===== config.mk =====
export PLATFORM = sky130hd
export DESIGN_NAME = brx_redirect_ctl
export DESIGN_NICKNAME = d
export VERILOG_FILES = /design/src/rtl/brx_pkg.sv /design/src/rtl/brx_cond_eval.sv /design/src/rtl/brx_target_gen.sv /design/src/rtl/brx_kill_pipe.sv /design/src/rtl/brx_redirect_ctl.sv
export SDC_FILE = /design/constraint.sdc
export NUM_CORES = 1
export LEC_CHECK = 0
export ABC_AREA = 0
export CORE_UTILIZATION = 44
export CTS_BUF_LIST = sky130_fd_sc_hd__clkbuf_8 sky130_fd_sc_hd__clkbuf_16
export CTS_CLUSTER_DIAMETER = 150
export DETAILED_ROUTE_END_ITERATION = 8
export HOLD_SLACK_MARGIN = 0.02
export PLACE_DENSITY = 0.87
export SLEW_MARGIN = 30
export SYNTH_ARGS = -nofsm -noshare
export SYNTH_HDL_FRONTEND = slang
export SYNTH_SLANG_ARGS = --single-unit

===== constraint.sdc =====
create_clock -name clk -period 4.65 [get_ports clk]
set_input_delay 0.6975 -clock clk [delete_from_list [all_inputs] [get_ports clk]]
set_output_delay 0.6975 -clock clk [all_outputs]
set_load 0.01 [all_outputs]

===== src/rtl/brx_pkg.sv =====
package brx_pkg;

   typedef enum logic [1:0] {
      CF_NONE = 2'd0,
      CF_JAL  = 2'd1,
      CF_JALR = 2'd2,
      CF_BR   = 2'd3
   } cf_kind_e;

   localparam logic [2:0] CC_EQ  = 3'b000;
   localparam logic [2:0] CC_NE  = 3'b001;
   localparam logic [2:0] CC_LT  = 3'b100;
   localparam logic [2:0] CC_GE  = 3'b101;
   localparam logic [2:0] CC_LTU = 3'b110;
   localparam logic [2:0] CC_GEU = 3'b111;

endpackage


===== src/rtl/brx_cond_eval.sv =====
module brx_cond_eval #(
   parameter int XLEN = 32
) (
   input  logic [2:0]    cond,
   input  logic [XLEN:0] diff,
   input  logic          a_msb,
   input  logic          b_msb,
   output logic          hit
);
   import brx_pkg::*;

   logic is_zero, lt_u, lt_s;

   always_comb begin
      is_zero = (diff == '0);
      lt_u    = diff[XLEN];
      lt_s    = diff[XLEN] ^ a_msb ^ b_msb;
      unique case (cond)
         CC_EQ:   hit = is_zero;
         CC_NE:   hit = !is_zero;
         CC_LT:   hit = lt_s;
         CC_GE:   hit = !lt_s;
         CC_LTU:  hit = lt_u;
         CC_GEU:  hit = !lt_u;
         default: hit = 1'b0;
      endcase
   end

   always_comb begin
      a_r8_reserved_cond: assert (!(hit && (cond == 3'b010 || cond == 3'b011)));
   end
endmodule


===== src/rtl/brx_target_gen.sv =====
module brx_target_gen #(
   parameter int XLEN        = 32,
   parameter int ALIGN_BYTES = 4
) (
   input  logic [1:0]      kind,
   input  logic [XLEN-1:0] pc,
   input  logic [XLEN-1:0] imm,
   input  logic [XLEN-1:0] op1,
   output logic [XLEN-1:0] target,
   output logic            misaligned
);
   import brx_pkg::*;

   localparam int AL_BITS = $clog2(ALIGN_BYTES);

   logic [XLEN-1:0] rel_sum, reg_sum;

   always_comb begin
      rel_sum = pc + imm;
      reg_sum = op1 + imm;
      if (cf_kind_e'(kind) == CF_JALR) target = {reg_sum[XLEN-1:1], 1'b0};
      else                             target = rel_sum;
   end

   generate
      if (AL_BITS == 0) begin : g_no_align
         assign misaligned = 1'b0;
      end else begin : g_align
         assign misaligned = |target[AL_BITS-1:0];
      end
   endgenerate

   always_comb begin
      a_r4_jalr_even: assert (!(cf_kind_e'(kind) == CF_JALR && target[0]));
   end
endmodule


===== src/rtl/brx_kill_pipe.sv =====
module brx_kill_pipe #(
   parameter int SLOTS = 2
) (
   input  logic             clk,
   input  logic             rst_n,
   input  logic             fire,
   output logic [SLOTS-1:0] kill
);
   logic [SLOTS-1:0] kill_q;

   always_ff @(posedge clk or negedge rst_n) begin
      if (!rst_n) kill_q[0] <= 1'b0;
      else        kill_q[0] <= fire;
   end

   generate
      for (genvar i = 1; i < SLOTS; i++) begin : g_stage
         always_ff @(posedge clk or negedge rst_n) begin
            if (!rst_n) kill_q[i] <= 1'b0;
            else        kill_q[i] <= kill_q[i-1];
         end

         a_r10_shift: assert property (@(posedge clk) disable iff (!rst_n)
            kill_q[i-1] |=> kill_q[i]);
      end
   endgenerate

   assign kill = kill_q;

   a_r12_restart: assert property (@(posedge clk) disable iff (!rst_n)
      fire |=> kill_q[0]);
endmodule


===== src/rtl/brx_redirect_ctl.sv =====
module brx_redirect_ctl #(
   parameter int XLEN        = 32,
   parameter int PC_STEP     = 4,
   parameter int ALIGN_BYTES = 4,
   parameter int KILL_SLOTS  = 2
) (
   input  logic            clk,
   input  logic            rst_n,
   input  logic [XLEN-1:0] fetch_pc,
   input  logic [1:0]      ex_kind,
   input  logic [2:0]      ex_cond,
   input  logic [XLEN-1:0] ex_pc,
   input  logic [XLEN-1:0] ex_imm,
   input  logic [XLEN-1:0] ex_op1,
   input  logic            ex_op2_msb,
   input  logic [XLEN:0]   ex_diff,
   output logic [XLEN-1:0] next_pc,
   output logic            taken,
   output logic            ill_branch,
   output logic            kill_ifid,
   output logic            kill_ex
);
   import brx_pkg::*;

   localparam logic [XLEN-1:0] STEP_W = XLEN'(PC_STEP);

   generate
      if (XLEN < 8)
         begin : g_bad_xlen  $error("XLEN too small");  end
      if (ALIGN_BYTES != 1 && ALIGN_BYTES != 2 && ALIGN_BYTES != 4)
         begin : g_bad_align $error("ALIGN_BYTES must be 1, 2 or 4"); end
      if (KILL_SLOTS != 2)
         begin : g_bad_slots $error("pipeline squashes exactly two slots"); end
      if (PC_STEP % ALIGN_BYTES != 0)
         begin : g_bad_step  $error("PC_STEP must keep alignment"); end
   endgenerate

   logic            cond_hit, misaligned, wants, live;
   logic [XLEN-1:0] target, seq_pc;
   logic [KILL_SLOTS-1:0] kill_v;
   cf_kind_e        kind;

   assign kind = cf_kind_e'(ex_kind);

   brx_cond_eval #(.XLEN(XLEN)) u_cond (
      .cond  (ex_cond),
      .diff  (ex_diff),
      .a_msb (ex_op1[XLEN-1]),
      .b_msb (ex_op2_msb),
      .hit   (cond_hit)
   );

   brx_target_gen #(.XLEN(XLEN), .ALIGN_BYTES(ALIGN_BYTES)) u_tgt (
      .kind       (ex_kind),
      .pc         (ex_pc),
      .imm        (ex_imm),
      .op1        (ex_op1),
      .target     (target),
      .misaligned (misaligned)
   );

   brx_kill_pipe #(.SLOTS(KILL_SLOTS)) u_kill (
      .clk   (clk),
      .rst_n (rst_n),
      .fire  (taken),
      .kill  (kill_v)
   );

   assign kill_ifid = kill_v[0];
   assign kill_ex   = kill_v[KILL_SLOTS-1];

   always_comb begin
      seq_pc = fetch_pc + STEP_W;
      unique case (kind)
         CF_JAL, CF_JALR: wants = 1'b1;
         CF_BR:           wants = cond_hit;
         default:         wants = 1'b0;
      endcase
      live       = !kill_ex;
      taken      = live && wants && !misaligned;
      ill_branch = live && wants && misaligned;
      next_pc    = taken ? target : seq_pc;
   end

   always_comb begin
      a_r9_exclusive: assert (!(taken && ill_branch));
   end

   a_r2_idle_seq: assert property (@(posedge clk) disable iff (!rst_n)
      (ex_kind == 2'd0) |-> (!taken && !ill_branch && next_pc == fetch_pc + STEP_W));

   a_r11_killed_inert: assert property (@(posedge clk) disable iff (!rst_n)
      kill_ex |-> (!taken && !ill_branch && next_pc == fetch_pc + STEP_W));

   a_r10_ifid_after_taken: assert property (@(posedge clk) disable iff (!rst_n)
      taken |=> kill_ifid);

   a_r10_ifid_only_after_taken: assert property (@(posedge clk) disable iff (!rst_n)
      !taken |=> !kill_ifid);

   a_r10_ex_after_ifid: assert property (@(posedge clk) disable iff (!rst_n)
      kill_ifid |=> kill_ex);
endmodule


After elaboration in Yosys (flattened, before gate mapping)

Cells that the tools add are included.

Output and inout bits: 36
Bits in registers: 2
Bits of input ports: 169
Logic and storage cells: 31

Reduce and logical (&&, ||, !) cells: 12
Mux-type cells: 4
Bitwise gates (word level): 2
Equal/unequal tests: 8
Add/subtract/negate cells: 3

Operators with widths:

| operator                                       | count |
|---|---|
| adder 32 bit                                   | 2 |
| 2-to-1 mux 32 bit                              | 2 |
| zero test 33 bit                               | 1 |
| adder 32 x 3 -> 32 bit (second input constant) | 1 |
| == test 3 bit (second input constant)          | 4 |
| case mux 1 bit (6 select lines)                | 1 |
| zero test 1 bit                                | 5 |
| == test 2 bit (second input constant)          | 2 |
| OR reduction 2 bit                             | 2 |
| == test 3 x 1 -> 1 bit (second input constant) | 1 |
| logical AND 1 bit                              | 3 |
| zero test 3 bit                                | 1 |
| == test 2 x 1 -> 1 bit (second input constant) | 1 |
| case mux 1 bit (2 select lines)                | 1 |
| bitwise XOR 1 bit                              | 2 |

Depth between registers and ports, before layout

Depth after elaboration: 8
Gate-level depth with buffers: 12
Depth with buffers taken out: 12

Cells and area by module

A second synthesis with hierarchy kept.

Cells, all modules: 701
Area total of the unflattened synthesis: 4770.8 um2

By module, submodules not included:

| module           | cells each | times used | area each (um2) |
|---|---|---|---|
| brx_target_gen   | 508        | 1          | 3565.9 |
| brx_redirect_ctl | 169        | 1          | 1018.5 |
| brx_cond_eval    | 22         | 1          | 136.4 |
| brx_kill_pipe    | 2          | 1          | 50.0 |

Worst setup path before layout

No wires, ideal clock.

Path kind: in2out
Start point: input port ex_pc[0]
End point: output port next_pc[26]
Stages: 12
Data arrival time: 3160 ps
Slack: 793 ps
Cell sequence: ha_1 -> inv_1 -> fa_1 -> and2b_1 -> o2111ai_1 -> a31o_2 -> a211oi_2 -> o41ai_4 -> o21ai_1 -> xor2_1 -> nor2_1 -> a221oi_1

Word-level cells in the longest chain between the ends: 6

RTL lines:

| element             | line                   | RTL |
|---|---|---|
| from (decl)         | brx_redirect_ctl.sv:12 | `input logic [XLEN-1:0] ex_pc,` |
| adder 32 bit *      | brx_target_gen.sv:19   | `rel_sum = pc + imm;` |
| 2-to-1 mux 32 bit * | brx_target_gen.sv:21   | `if (cf_kind_e'(kind) == CF_JALR) target = {reg_sum[XLEN-1:1], 1'b0};` |
| OR reduction 2 bit  | brx_target_gen.sv:29   | `assign misaligned = \|target[AL_BITS-1:0];` |
| zero test 1 bit     | brx_redirect_ctl.sv:80 | `taken = live && wants && !misaligned;` |
| logical AND 1 bit   | brx_redirect_ctl.sv:80 |  |
| 2-to-1 mux 32 bit * | brx_redirect_ctl.sv:82 | `next_pc = taken ? target : seq_pc;` |
| to (decl)           | brx_redirect_ctl.sv:17 | `output logic [XLEN-1:0] next_pc,` |

Mark *: on every way between the ends. The rest lies on a longest branch, timed or not.

Final worst setup path

Start point: input port ex_imm[1]
End point: output port next_pc[18]

Word-level cells in the longest chain between the ends: 6
Elaborated cells between the ends (all ways): 7

RTL lines:

| element                                | line                                       | RTL |
|---|---|---|
| from (decl)                            | brx_redirect_ctl.sv:13                     | `input logic [XLEN-1:0] ex_imm,` |
| adder 32 bit, on equally long branches | brx_target_gen.sv:19, brx_target_gen.sv:20 |  |
| 2-to-1 mux 32 bit *                    | brx_target_gen.sv:21                       |  |
| OR reduction 2 bit                     | brx_target_gen.sv:29                       |  |
| zero test 1 bit                        | brx_redirect_ctl.sv:80                     |  |
| logical AND 1 bit                      | brx_redirect_ctl.sv:80                     |  |
| 2-to-1 mux 32 bit *                    | brx_redirect_ctl.sv:82                     |  |

Marked as above.

==> flow_metrics.py <==
metrics = {
    "routing": {
        "antenna_left": 0,
        "first_iter_violations": 572,
        "wl_per_cell_um": 17.8,
        "vias": 6326,
        "drc": 0,
        "totalWireLength_mm": 19.1,
        "vias_per_cell": 5.88,
        "firstDrtPassIters": 5,
    },
    "placed_design": {
        "port_buffers": 204,
        "place_area_mm2": 0.00735,
        "place.gp.congestion": 0.950,
        "place_hpwl_mm": 16.3,
    },
    "floorplan": {
        "core_mm2": 0.00995,
        "die_area_mm2": 0.0109,
        "die_y_um": 104,
        "start_util_pct": 46.2,
        "num_rows": 36,
        "num_io_pins": 205,
        "fp.dieW_um": 104,
    },
    "power_and_ir_drop": {
        "pwr_density_cell_mw_per_mm2": 146,
        "internal_power_mw": 0.589,
        "p_comb_share_pct": 92.1,
        "p_leak_nw": 3.22,
        "p_total_mw": 1.11,
        "switching_share_pct": 46.8,
        "vdd_drop_max_v": 0.000226,
        "p_switching_mw": 0.518,
        "pwr-share-seq_pct": 1.8,
        "p_clk_share_pct": 6.1,
    },
    "clock_tree": {
        "clock_latency_ns": 0.21,
        "hold_buffers": 0,
        "clkTransAtPathRegs_ns": 0.03,
        "h-tree-depth": 1,
        "cts_buffer_depth": 2,
        "tritoncts": "built",
        "numCtsBuffers": 3,
        "cts_sinks": 2,
        "cts-root-buf": "clkbuf_8",
    },
    "synth": {
        "synth_flop_cell": "dfrtp_1",
        "synthDistinctLibCells": 64,
        "synthArstFlopShare_pct": 100,
        "yosysWarningCount": 0,
        "synth_top_area_share_pct": 17.7,
        "yosysSeqAreaShare_pct": 1.09,
        "synth_area_leader_cell": "ha_1",
        "yosysMostFrequentCell": "a21oi_1",
        "yosys-top-cells-count": "a21oi_1 (78), nor2_1 (67), ha_1 (65)",
        "ys_ff_latch": 2,
        "avgSynthCellArea_um2": 6.87,
        "netlist_instances": 669,
        "syn_area_mm2": 0.00460,
        "synth_edf_count": 0,
        "syn-num-nets": 905,
        "synth_area_leaders": "ha_1 (18%), xnor2_1 (8.8%), a21oi_1 (8.5%)",
    },
    "final_layout": {
        "multiInputGateArea_mm2": 0.00456,
        "fillCellCount": 772,
        "largest_register_ff_count": 2,
        "seqCellArea_um2": 50.0,
        "design_area_mm2": 0.00756,
        "nets": 1179,
        "syn_to_final_growth_pct": 64.4,
        "drive_gt1_share_pct": 14.5,
    },
    "timing": {
        "holdWs_ns": 0.374,
        "timing.fmax_mhz": 219,
        "period_share_pct": 98.1,
        "hold_violations": 0,
        "rsz0062_at_grt": "true",
        "timing.final.max_slew_violations": 0,
        "worst_pin_slew_ns": 0.681,
        "slew_headroom_pct": 54.3,
        "finClkSkew_ns": 0.00304,
        "setup_viol": 0,
        "period_needed_ns": 4.56,
    },
    "worst_hold_path": {
        "hold_class": "flop to flop",
    },
    "worst_setup_path": {
        "ff2ff_path_depth": 4,
        "path_max_fanout": 4,
        "startpoint_type": "primary input",
        "cp.buffers_inverters": 5,
        "critPathKind": "primary input to output pin",
        "cp-end-kind": "output pin",
        "ff2ff_setup_slack_ns": 3.22,
        "cp.arrival_ns": 3.86,
        "slowest_delay_ns": 0.51,
        "r2r_end": "u_kill.kill[0]",
        "reg2reg_from": "u_kill.kill[1]",
        "critical-path-slowest-cell": "clkdlybuf4s50_1",
        "endpoint": "next_pc[18]",
        "cp_num_cells": 15,
        "crit_required_ns": 3.95,
        "crit_start": "ex_imm[1]",
        "path_delay_family": "compound AO/OA/AOI/OAI gates",
        "cpMostUsedCell": "buf_4",
        "cp_cell_sequence": "clkdlybuf4s50_1 -> inv_1 -> fa_2 -> and2b_1 -> o2111ai_2 -> a31o_2 -> a211oi_4 -> o41ai_4 -> buf_4 -> o21ai_4 -> a21oi_2 -> xor2_1 -> a221oi_2 -> buf_4 -> buf_6",
    },
    "global_routing": {
        "grt_max_degree": 47,
        "grt_pass1_vias": 6067,
        "grt_pass1_wl_mm": 30.1,
        "grt_overflow": 0,
        "antenna_found_initial": 1,
        "grt_usage_pct": 33.8,
    },
    "run_status": {
        "status": "complete, no violations",
    },
    "job": {
        "maxCapViolCount": 0,
    },
}
per-layer routing:
layer  wire length (um)  up-vias  global-route usage, %
li1                   -     3041                      -
met1               8410     2911                   45.7
met2               8660      336                   56.6
met3               1670       38                   5.01
met4                408        0                   7.04
met5                  0        -                      0
layout make-up:
type | instances | area share (%)
Timing Repair Buffer | 289 | 35.5
Multi-Input combinational cell | 634 | 60.4
Tap cell | 133 | 2.20
Antenna cell | 1 | 0.0331
Inverter | 13 | 0.646
Clock buffer | 3 | 0.546
Sequential cell | 2 | 0.662
layout by cell type, fill, tap and decap left out, types with 12 or more instances in the layout:
master,Yosys,final
nand4_1,16,16
inv_1,13,12
nand3_1,28,28
buf_4,0,83
clkdlybuf4s50_1,0,185
nand2_1,52,52
xnor2_1,46,46
o21ai_0,34,29
a21oi_1,78,72
ha_1,65,63
nor2_1,67,67
o21a_1,13,13
o211ai_1,14,14
a21o_1,25,25
nor2b_1,12,12
xor2_1,41,39
worst min path at each step:
stage,cells after the start,from,endpoint
floorplan,0,rst_n,u_kill.kill[0]
global placement,0,u_kill.kill[0],u_kill.kill[1]
detailed placement,0,u_kill.kill[0],u_kill.kill[1]
CTS,0,u_kill.kill[0],u_kill.kill[1]
global route,0,u_kill.kill[0],u_kill.kill[1]
finish,0,u_kill.kill[0],u_kill.kill[1]
per-stage QoR:
stage,setup TNS [ns],utilization (%),std cells,setup slack [ns]
CTS,0,74.9,1071,0.00391
global route,-0.00841,75.9,1074,-0.00841
detailed placement,-3.55,73.9,1067,-0.414
global placement,-2.47,73.9,1067,-0.300
floorplan,0,-,669,0.793
finish,0,75.9,1075,0.0887
power by group through the flow:
stage                     clock [mW]  combinational [mW]  sequential (mW)
final                         0.0673                1.02           0.0201
after global routing          0.0720                1.09           0.0204
after CTS                     0.0685               0.990           0.0200
after detailed placement           0               0.977           0.0201
after global placement             0               0.962           0.0201
after floorplan                    0               0.510           0.0208
kinds of logic (layout without fill, tap and decap cells):
group / after synthesis / after routing / share of synthesized area, %
AO/OA/AOI/OAI: 229 / 229 / 33.2
XOR/XNOR: 87 / 87 / 16.6
adder cells (fa/ha/maj): 67 / 67 / 18.6
buffers and inverters: 33 / 305 / 2.83
flip-flops: 2 / 2 / 1.09
multiplexers: 8 / 8 / 1.77
other: 0 / 1 / 0
AND/OR/NAND/NOR: 243 / 243 / 26.0
timing repair:
action                                  4_1_cts  5_1_grt
pin swaps                                     9       13
buffers inserted                              1        3
gates resized for setup                      40       29
endpoints found under the setup margin       15       19
(Power assumes the default switching activity.)
